<file path="src/rtl/conv_sched_pkg.sv">
package conv_sched_pkg;

  localparam int RES_W = 2;
  localparam int DLY_W = 2;

  typedef enum logic [1:0] {
    ST_IDLE = 2'd0,
    ST_CONV = 2'd1,
    ST_WAIT = 2'd2
  } sched_state_t;

  function automatic int max_of(input int a, input int b);
    return (a > b) ? a : b;
  endfunction

endpackage

</file>
<file path="src/rtl/conv_sched_rstsync.sv">
module conv_sched_rstsync #(
  parameter int STAGES = 2
) (
  input  logic clk,
  input  logic rst_n,
  output logic rst_n_sync
);

  logic [STAGES-1:0] sync_q;

  always_ff @(posedge clk or negedge rst_n) begin
    if (!rst_n) sync_q <= '0;
    else        sync_q <= {sync_q[STAGES-2:0], 1'b1};
  end

  assign rst_n_sync = sync_q[STAGES-1];

endmodule

</file>
<file path="src/rtl/conv_sched_timing.sv">
module conv_sched_timing
  import conv_sched_pkg::*;
#(
  parameter int CONV_BASE = 30,
  parameter int PER0      = 250,
  parameter int PER1      = 500,
  parameter int PER2      = 1000,
  parameter int PER3      = 8000,
  parameter int CNT_W     = 15
) (
  input  logic [RES_W-1:0] res_code,
  input  logic [DLY_W-1:0] dly_code,
  output logic [CNT_W-1:0] conv_len,
  output logic [CNT_W-1:0] per_len
);

  localparam int MAX_CODE = (1 << RES_W) - 1;
  localparam logic [CNT_W-1:0] PER_TAB [4] = '{
    CNT_W'(PER0), CNT_W'(PER1), CNT_W'(PER2), CNT_W'(PER3)
  };

  logic [RES_W-1:0] drop;
  logic [CNT_W-1:0] per_full;

  always_comb begin
    drop     = RES_W'(MAX_CODE) - res_code;
    per_full = PER_TAB[dly_code];
    per_len  = per_full >> drop;
    conv_len = CNT_W'(CONV_BASE) << res_code;
  end

endmodule

</file>
<file path="src/rtl/conv_sched_fsm.sv">
module conv_sched_fsm
  import conv_sched_pkg::*;
#(
  parameter int CNT_W = 15
) (
  input  logic             clk,
  input  logic             rst_n,
  input  logic             tick,
  input  logic             sd_req,
  input  logic [CNT_W-1:0] conv_len,
  input  logic [CNT_W-1:0] per_len,
  output logic             busy,
  output logic             start,
  output logic             finish
);

  sched_state_t     st_q, st_d;
  logic [CNT_W-1:0] cnt_q, cnt_d;
  logic [CNT_W-1:0] clen_q, clen_d;
  logic [CNT_W-1:0] plen_q, plen_d;
  logic [CNT_W-1:0] cnt_inc;

  always_comb begin
    st_d    = st_q;
    cnt_d   = cnt_q;
    clen_d  = clen_q;
    plen_d  = plen_q;
    start   = 1'b0;
    finish  = 1'b0;
    cnt_inc = cnt_q + 1'b1;
    unique case (st_q)
      ST_IDLE: begin
        if (!sd_req) start = 1'b1;
      end
      ST_CONV: begin
        if (tick) begin
          cnt_d = cnt_inc;
          if (cnt_inc >= clen_q) begin
            finish = 1'b1;
            if (sd_req)                 st_d  = ST_IDLE;
            else if (cnt_inc >= plen_q) start = 1'b1;
            else                        st_d  = ST_WAIT;
          end
        end
      end
      ST_WAIT: begin
        if (sd_req) begin
          st_d = ST_IDLE;
        end else if (tick) begin
          cnt_d = cnt_inc;
          if (cnt_inc >= plen_q) start = 1'b1;
        end
      end
      default: st_d = ST_IDLE;
    endcase
    if (start) begin
      st_d   = ST_CONV;
      cnt_d  = '0;
      clen_d = conv_len;
      plen_d = per_len;
    end
  end

  always_ff @(posedge clk or negedge rst_n) begin
    if (!rst_n) begin
      st_q   <= ST_IDLE;
      cnt_q  <= '0;
      clen_q <= '0;
      plen_q <= '0;
    end else begin
      st_q   <= st_d;
      cnt_q  <= cnt_d;
      clen_q <= clen_d;
      plen_q <= plen_d;
    end
  end

  assign busy = (st_q == ST_CONV);

endmodule

</file>
<file path="src/rtl/conv_sched_result.sv">
module conv_sched_result
  import conv_sched_pkg::*;
#(
  parameter int SAMPLE_W = 13
) (
  input  logic                clk,
  input  logic                rst_n,
  input  logic                start,
  input  logic [RES_W-1:0]    res_code,
  input  logic                finish,
  input  logic [SAMPLE_W-1:0] raw_sample,
  output logic [SAMPLE_W-1:0] temp_reg,
  output logic                conv_done
);

  localparam int MAX_CODE = (1 << RES_W) - 1;

  logic [RES_W-1:0]    res_q, res_d;
  logic [SAMPLE_W-1:0] temp_q, temp_d;
  logic                done_q, done_d;
  logic [SAMPLE_W-1:0] keep;
  logic [RES_W-1:0]    drop;

  assign drop = RES_W'(MAX_CODE) - res_q;

  for (genvar i = 0; i < SAMPLE_W; i++) begin : g_keep
    assign keep[i] = (i >= int'(drop));
  end

  always_comb begin
    res_d  = start  ? res_code : res_q;
    temp_d = finish ? (raw_sample & keep) : temp_q;
    done_d = finish;
  end

  always_ff @(posedge clk or negedge rst_n) begin
    if (!rst_n) begin
      res_q  <= RES_W'(MAX_CODE);
      temp_q <= '0;
      done_q <= 1'b0;
    end else begin
      res_q  <= res_d;
      temp_q <= temp_d;
      done_q <= done_d;
    end
  end

  assign temp_reg  = temp_q;
  assign conv_done = done_q;

endmodule

</file>
<file path="src/rtl/conv_sched.sv">
module conv_sched
  import conv_sched_pkg::*;
#(
  parameter int SAMPLE_W  = 13,
  parameter int CONV_BASE = 30,
  parameter int PER0      = 250,
  parameter int PER1      = 500,
  parameter int PER2      = 1000,
  parameter int PER3      = 8000
) (
  input  logic                clk,
  input  logic                rst_n,
  input  logic                tick,
  input  logic [1:0]          res_code,
  input  logic [1:0]          dly_code,
  input  logic                shutdown_req,
  input  logic [SAMPLE_W-1:0] raw_sample,
  output logic [SAMPLE_W-1:0] temp_reg,
  output logic                conv_done,
  output logic                busy
);

  localparam int MAX_T = max_of(max_of(max_of(PER0, PER1), max_of(PER2, PER3)),
                                CONV_BASE << ((1 << RES_W) - 1));
  localparam int CNT_W = $clog2(MAX_T + 1) + 1;

  logic             rst_n_i;
  logic [CNT_W-1:0] conv_len, per_len;
  logic             start, finish;

  conv_sched_rstsync #(.STAGES(2)) u_rst (
    .clk        (clk),
    .rst_n      (rst_n),
    .rst_n_sync (rst_n_i)
  );

  conv_sched_timing #(
    .CONV_BASE (CONV_BASE),
    .PER0      (PER0),
    .PER1      (PER1),
    .PER2      (PER2),
    .PER3      (PER3),
    .CNT_W     (CNT_W)
  ) u_timing (
    .res_code (res_code),
    .dly_code (dly_code),
    .conv_len (conv_len),
    .per_len  (per_len)
  );

  conv_sched_fsm #(.CNT_W(CNT_W)) u_fsm (
    .clk      (clk),
    .rst_n    (rst_n_i),
    .tick     (tick),
    .sd_req   (shutdown_req),
    .conv_len (conv_len),
    .per_len  (per_len),
    .busy     (busy),
    .start    (start),
    .finish   (finish)
  );

  conv_sched_result #(.SAMPLE_W(SAMPLE_W)) u_result (
    .clk        (clk),
    .rst_n      (rst_n_i),
    .start      (start),
    .res_code   (res_code),
    .finish     (finish),
    .raw_sample (raw_sample),
    .temp_reg   (temp_reg),
    .conv_done  (conv_done)
  );

endmodule

</file>
<file path="config.mk">
export PLATFORM = sky130hd
export DESIGN_NAME = conv_sched
export DESIGN_NICKNAME = d
export VERILOG_FILES = /design/src/rtl/conv_sched_pkg.sv /design/src/rtl/conv_sched_rstsync.sv /design/src/rtl/conv_sched_timing.sv /design/src/rtl/conv_sched_fsm.sv /design/src/rtl/conv_sched_result.sv /design/src/rtl/conv_sched.sv
export SDC_FILE = /design/constraint.sdc
export NUM_CORES = 1
export LEC_CHECK = 0
export CAP_MARGIN = 10
export CORE_MARGIN = 5
export CORE_UTILIZATION = 25
export DETAILED_ROUTE_END_ITERATION = 8
export GPL_TIMING_DRIVEN = 1
export HOLD_SLACK_MARGIN = 0.06
export MAX_ROUTING_LAYER = met4
export PLACE_DENSITY = 0.48
export SYNTH_ARGS = -nofsm -noshare
export SYNTH_HDL_FRONTEND = slang
export SYNTH_HIERARCHICAL = 1
export SYNTH_SLANG_ARGS = --single-unit
</file>
<file path="constraint.sdc">
create_clock -name clk -period 4.7 [get_ports clk]
set_clock_uncertainty 0.05 [all_clocks]
set_input_delay 0.705 -clock clk [delete_from_list [all_inputs] [get_ports clk]]
set_output_delay 0.705 -clock clk [all_outputs]
set_load 0.01 [all_outputs]
</file>
# Word level (Yosys, flattened, before mapping)

Index checks and enable logic that the tools add are counted.

Bits in registers: 62
Output and inout port bits: 15

$add $sub $neg: 3
$lt $le $gt $ge: 6
Equal/unequal tests: 8
Shifts and indexed selects: 2
Mux-type cells: 25
Bitwise gates (word level): 2
Reduce and logical (&&, ||, !) cells: 4

Operator list:

| kind                                                  | count |
|---|---|
| two-way mux 14 bit                                    | 5 |
| binary-select mux 14 bit (select 2 bit)               | 1 |
| >= comparator 14 bit                                  | 2 |
| one-hot mux 14 bit (2 select lines)                   | 1 |
| adder 14 x 1 -> 14 bit, second input constant         | 1 |
| left shift 5 x 2 -> 14 bit, first input constant      | 1 |
| right shift 14 x 2 -> 14 bit                          | 1 |
| AND 13 bit                                            | 1 |
| two-way mux 2 bit                                     | 6 |
| two-way mux 1 bit                                     | 10 |
| inequality test 3 x 2 -> 1 bit, second input constant | 3 |
| one-hot mux 2 bit (3 select lines)                    | 1 |
| AND reduction 5 bit                                   | 1 |
| >= comparator 1 x 2 -> 1 bit, first input constant    | 2 |
| inequality test 4 x 3 -> 1 bit, second input constant | 1 |
| subtractor 2 bit, first input constant                | 2 |
| >= comparator 3 bit, second input constant            | 1 |
| inequality test 3 x 1 -> 1 bit, second input constant | 1 |
| inverter 2 -> 3 bit                                   | 1 |
| one-hot mux 1 bit (3 select lines)                    | 1 |
| nonzero test 3 bit                                    | 1 |
| == test 2 x 1 -> 1 bit, second input constant         | 1 |
| == test 2 bit, second input constant                  | 1 |
| >= comparator 2 bit, first input constant             | 1 |
| 3 further kinds                                       | 3 |

# Longest topological paths before layout

Word-level depth: 9
Mapped depth: 15
Gate-level depth less buffers: 13

# By module

The synthesis kept the hierarchy.

Modules (own cells, without submodules):

| module             | times used | cells an instance | area each (um^2) |
|---|---|---|---|
| conv_sched_fsm     | 1          | 379               | 3,639.7 |
| conv_sched_result  | 1          | 39                | 624.3 |
| conv_sched_timing  | 1          | 48                | 334.1 |
| conv_sched_rstsync | 1          | 3                 | 53.8 |

# Worst setup path before layout

OpenSTA, ideal clock, no wires.

Path kind: reg-to-reg
Start: register u_fsm.cnt_q[0]
End: register u_result.res_q[0]
Setup time: 0.082 ns
Arrival time: 3.278 ns
Required time: 4.568 ns
Path slack: 1.290 ns
Cell stages (with the launch flop): 13
Period minus slack after synthesis: 3.410 ns
Path through: dfrtp_1 > ha_1 > nand3_1 > nor3_1 > nand3_1 > xnor2_1 > ha_1 > nand4_1 > or3_4 > o211a_2 > o21ai_4 > or2_1 > mux2_2

Word-level cells in the longest chain between the ends: 7
Elaborated cells between the ends (all ways): 10
Those cells by class: 1 x add/sub; 2 x order compare; 7 x mux

Ends and longest elaborated chain:

| what                                   | RTL line                                   | RTL |
|---|---|---|
| start, declared                        | conv_sched_fsm.sv:18                       | `logic [CNT_W-1:0] cnt_q, cnt_d;` |
| start signal, assigned                 | conv_sched_fsm.sv:72                       | `cnt_q <= cnt_d;` |
| adder 14 x 1 -> 14 bit (*)             | conv_sched_fsm.sv:30                       | `cnt_inc = cnt_q + 1'b1;` |
| >= comparator 14 bit                   | conv_sched_fsm.sv:41, conv_sched_fsm.sv:51 |  |
| two-way mux 1 bit                      | conv_sched_fsm.sv:41, conv_sched_fsm.sv:51 |  |
| two-way mux 1 bit                      | conv_sched_fsm.sv:40                       | `if (sd_req) st_d = ST_IDLE;` |
| two-way mux 1 bit                      | conv_sched_fsm.sv:38                       | `if (cnt_inc >= clen_q) begin` |
| two-way mux 1 bit                      | conv_sched_fsm.sv:36                       | `if (tick) begin` |
| one-hot mux 1 bit (3 select lines) (*) | conv_sched_fsm.sv:31                       | `unique case (st_q)` |
| net start                              | conv_sched.sv:29                           | `logic start, finish;` |
| end signal, assigned                   | conv_sched_result.sv:38                    | `res_q <= RES_W'(MAX_CODE);` |
| end signal, assigned                   | conv_sched_result.sv:42                    | `res_q <= res_d;` |
| end, declared                          | conv_sched_result.sv:18                    | `logic [RES_W-1:0] res_q, res_d;` |

The timed path passes the listed nets; every way through them passes the cells marked *.
A chain may end at the register's enable or synchronous reset.

# Final worst setup path

Start: register u_fsm.cnt_q[0]
End: register u_result.res_q[1]

The elaborated chain is that of the path after synthesis.

==> reports/qor.csv <==
stage;metric;value;unit
run_status;status;finished, final reports clean;
sta;slew_headroom;31.7;%
yosys;ys_warn_count;6;
worst_setup_path;path_cells;ha_1, nand3_1, nor3_1, nand3_1, xnor2_1, ha_1, nand4_1, or3_4, o211a_2, o21ai_4, or2_1, mux2_2;
die;rows;49;
placement;io_buffer_count;35;
worst_setup_path;cp_slowest_stage_delay;460;ps
die;start_util;25.6;%
sta;maxSlewViolCount;0;
worst_setup_path;startpoint_type;flop;
cts;cts-htree-levels;3;
sta;fin_hold_ws;214;ps
drt;routed-via-count;3570;
cts;worstSkewPairLatency;330;ps
sta;rsz0062_at_grt;false;
cells_and_area;reg.largest.list;u_fsm/clen_q: 14 flops, u_fsm/cnt_q: 14 flops, u_fsm/plen_q: 14 flops;
yosys;async_reset_ff_share;100;%
sta;hold_violations;0;
worst_setup_path;cp_num_buf_inv;0;
placement;dp.final_hpwl;8250;µm
worst_setup_path;crit_fanout;21;
global_route;grt.total_usage;11.7;%
cells_and_area;nets;533;
sta;fin_setup_tns;0;ps
cts;cts_setup_buffers;0;
yosys;synth.avg_cell_area;9.92;µm²
sta;period_needed;3850;ps
drt;dr.pass1.iters;4;
power_and_ir_drop;finalPower;2.77;mW
cts;clockBufferDepth;2;
worst_setup_path;r2r-end;u_result/res_q[1];
sta;worstMarginPinSlew;1020;ps
cts;ctsResizeCount;0;
cells_and_area;area_delta_synth_final;15.3;%
yosys;ys.flop_type;dfrtp_1;
cells_and_area;fillerInstances;1867;
power_and_ir_drop;power_per_cell_area;516;nW/µm²
cells_and_area;drive_above_1_share;21.1;%
drt;drc_errors;0;
yosys;synthTopCellsByArea;dfrtp_1 (32%), o211ai_1 (9.7%), ha_1 (7.8%);
global_route;grt_pass1_wl;19800;µm
yosys;yosysSeqAreaShare;33.4;%
sta;setup_viol;0;
global_route;grt_max_degree;43;
cts;clk_transition_reported_paths;50;ps
worst_setup_path;path_class;flop to flop;
cts;clock-sinks;62;
die;die_area;21400;µm²
die;dieHeight;146;µm
cts;cts_tree;done;
drt;wire_per_inst;16.6;µm
worst_setup_path;crit_cells;12;
drt;dr.first_iter.drc_count;293;
worst_setup_path;worstPathRequired;4910;ps
yosys;synthesis.instances;469;
die;io_pins;36;
yosys;syn-cell-area;4650;µm²
die;die_w;146;µm
cts;cts_hold_buf;0;
min_path;min_path_type;flop to asynchronous set/reset pin;
drt;totalWireLength;11900;µm
power_and_ir_drop;max-vdd-ir-drop;0.174;mV
worst_setup_path;reg2reg_depth;12;
sta;timing.fmax;260;MHz
drt;viasPerCell;4.99;
yosys;synth_top_area_share;32.3;%
worst_setup_path;cp.arrival;4060;ps
sta;fin_crit_sh;81.8;%
yosys;ys_ff_latch;62;
drt;antenna_left;0;
power_and_ir_drop;p_leak;2.27;nW
cts;cts-buffers-inserted;9;
yosys;synth_edf_count;0;
global_route;grt_pass1_vias;3601;
worst_setup_path;reg2reg_slack;850;ps
worst_setup_path;critPathTopFamily;simple AND/OR/NAND/NOR gates;
placement;gp_congestion;0.760;
cells_and_area;diodes;0;
cells_and_area;fin_area;5360;µm²
worst_setup_path;cp-end-kind;flop;
job;drv_cap;0;
placement;placedInstanceArea;5070;µm²
worst_setup_path;crit_slowest_cell;or3_4;
cts;cts_root_buf;clkbuf_16;
sta;setup_slack;854;ps
yosys;synth_top_area_cell;dfrtp_1;
placement;place_worst_setup_slack;884;ps
global_route;antenna_found_initial;0;
die;coreArea;18100;µm²
yosys;ys_top_cells_by_count;dfrtp_1 (60), o211ai_1 (60), nand3_1 (36), inv_1 (35), ha_1 (29);
yosys;post_synth_num_cell_types;60;
worst_setup_path;rr_startpoint;u_fsm/cnt_q[0];
global_route;grt.overflow.total;0;
[per-stage QoR]
step	std cells	utilization [%]
6_report	716	29.6
5_1_grt	716	29.6
4_1_cts	716	29.6
3_5_place_dp	701	28.0
3_3_place_gp	701	28.0
2_1_floorplan	476	-
[layout make-up]
cell class	instances	area [µm²]	area share (%)
multi-input cells	329	2660	49.6
flip-flops and latches	62	1560	29.0
repair buffers	45	438	8.16
well taps	229	287	5.34
clock buffers	11	243	4.53
inverters	36	135	2.52
clock inverters	4	47.5	0.886
[logic make-up (layout without fill, tap and decap cells)]
group                    count (synthesis)  in the layout  synth area share [%]
buffers and inverters                   85             96                  10.6
other                                    3             10                 0.242
adder cells (fa/ha/maj)                 29             29                  7.80
AO/OA/AOI/OAI                          135            135                  25.3
multiplexers                            14             14                  3.68
AND/OR/NAND/NOR                        116            116                  14.3
XOR/XNOR                                25             25                  4.71
flip-flops                              62             62                  33.4
[power by group]
| part | leakage [nW] | switching, mW | total [mW] | internal (mW) |
|---|---|---|---|---|
| clock | 0.141 | 0.234 | 0.653 | 0.419 |
| combinational | 1.35 | 0.648 | 1.21 | 0.567 |
| sequential | 0.783 | 0.153 | 0.902 | 0.749 |
| total | 2.27 | 1.03 | 2.77 | 1.74 |
[layout by cell type (no fill, tap or decap), types with 4 or more instances in the layout]
cell type	n
o211ai_1	60
dfrtp_1	59
nand3_1	36
clkdlybuf4s50_1	35
inv_1	35
ha_1	29
o211ai_2	26
nand2_1	20
xor2_1	15
nor3_2	14
nor2_1	13
a21oi_1	12
nand4_1	10
xnor2_1	10
conb_1	10
clkbuf_16	9
buf_4	9
mux2_2	9
o21ai_0	6
nor3_1	5
nand2b_1	5
mux2_4	4
[layer usage]
metal	track usage, %	part of all wire, %	wire length [µm]
met5	-	0	0
met4	4.00	1.8	220
met3	2.29	3.3	392
met2	17.7	46	5440
met1	15.6	49	5860
[worst max path at each step]
stage / startpoint / end / slack [ps]
2_1_floorplan: u_fsm/cnt_q[0] / u_result/res_q[0] / 1290
3_3_place_gp: u_fsm/cnt_q[0] / u_result/temp_reg[9] / 910
3_5_place_dp: u_fsm/cnt_q[0] / u_result/res_q[1] / 880
4_1_cts: u_fsm/cnt_q[0] / u_result/res_q[1] / 860
5_1_grt: u_fsm/cnt_q[0] / u_result/temp_reg[6] / 610
6_report: u_fsm/cnt_q[0] / u_result/res_q[1] / 850
Note: power is estimated with default switching activity, not from simulation.
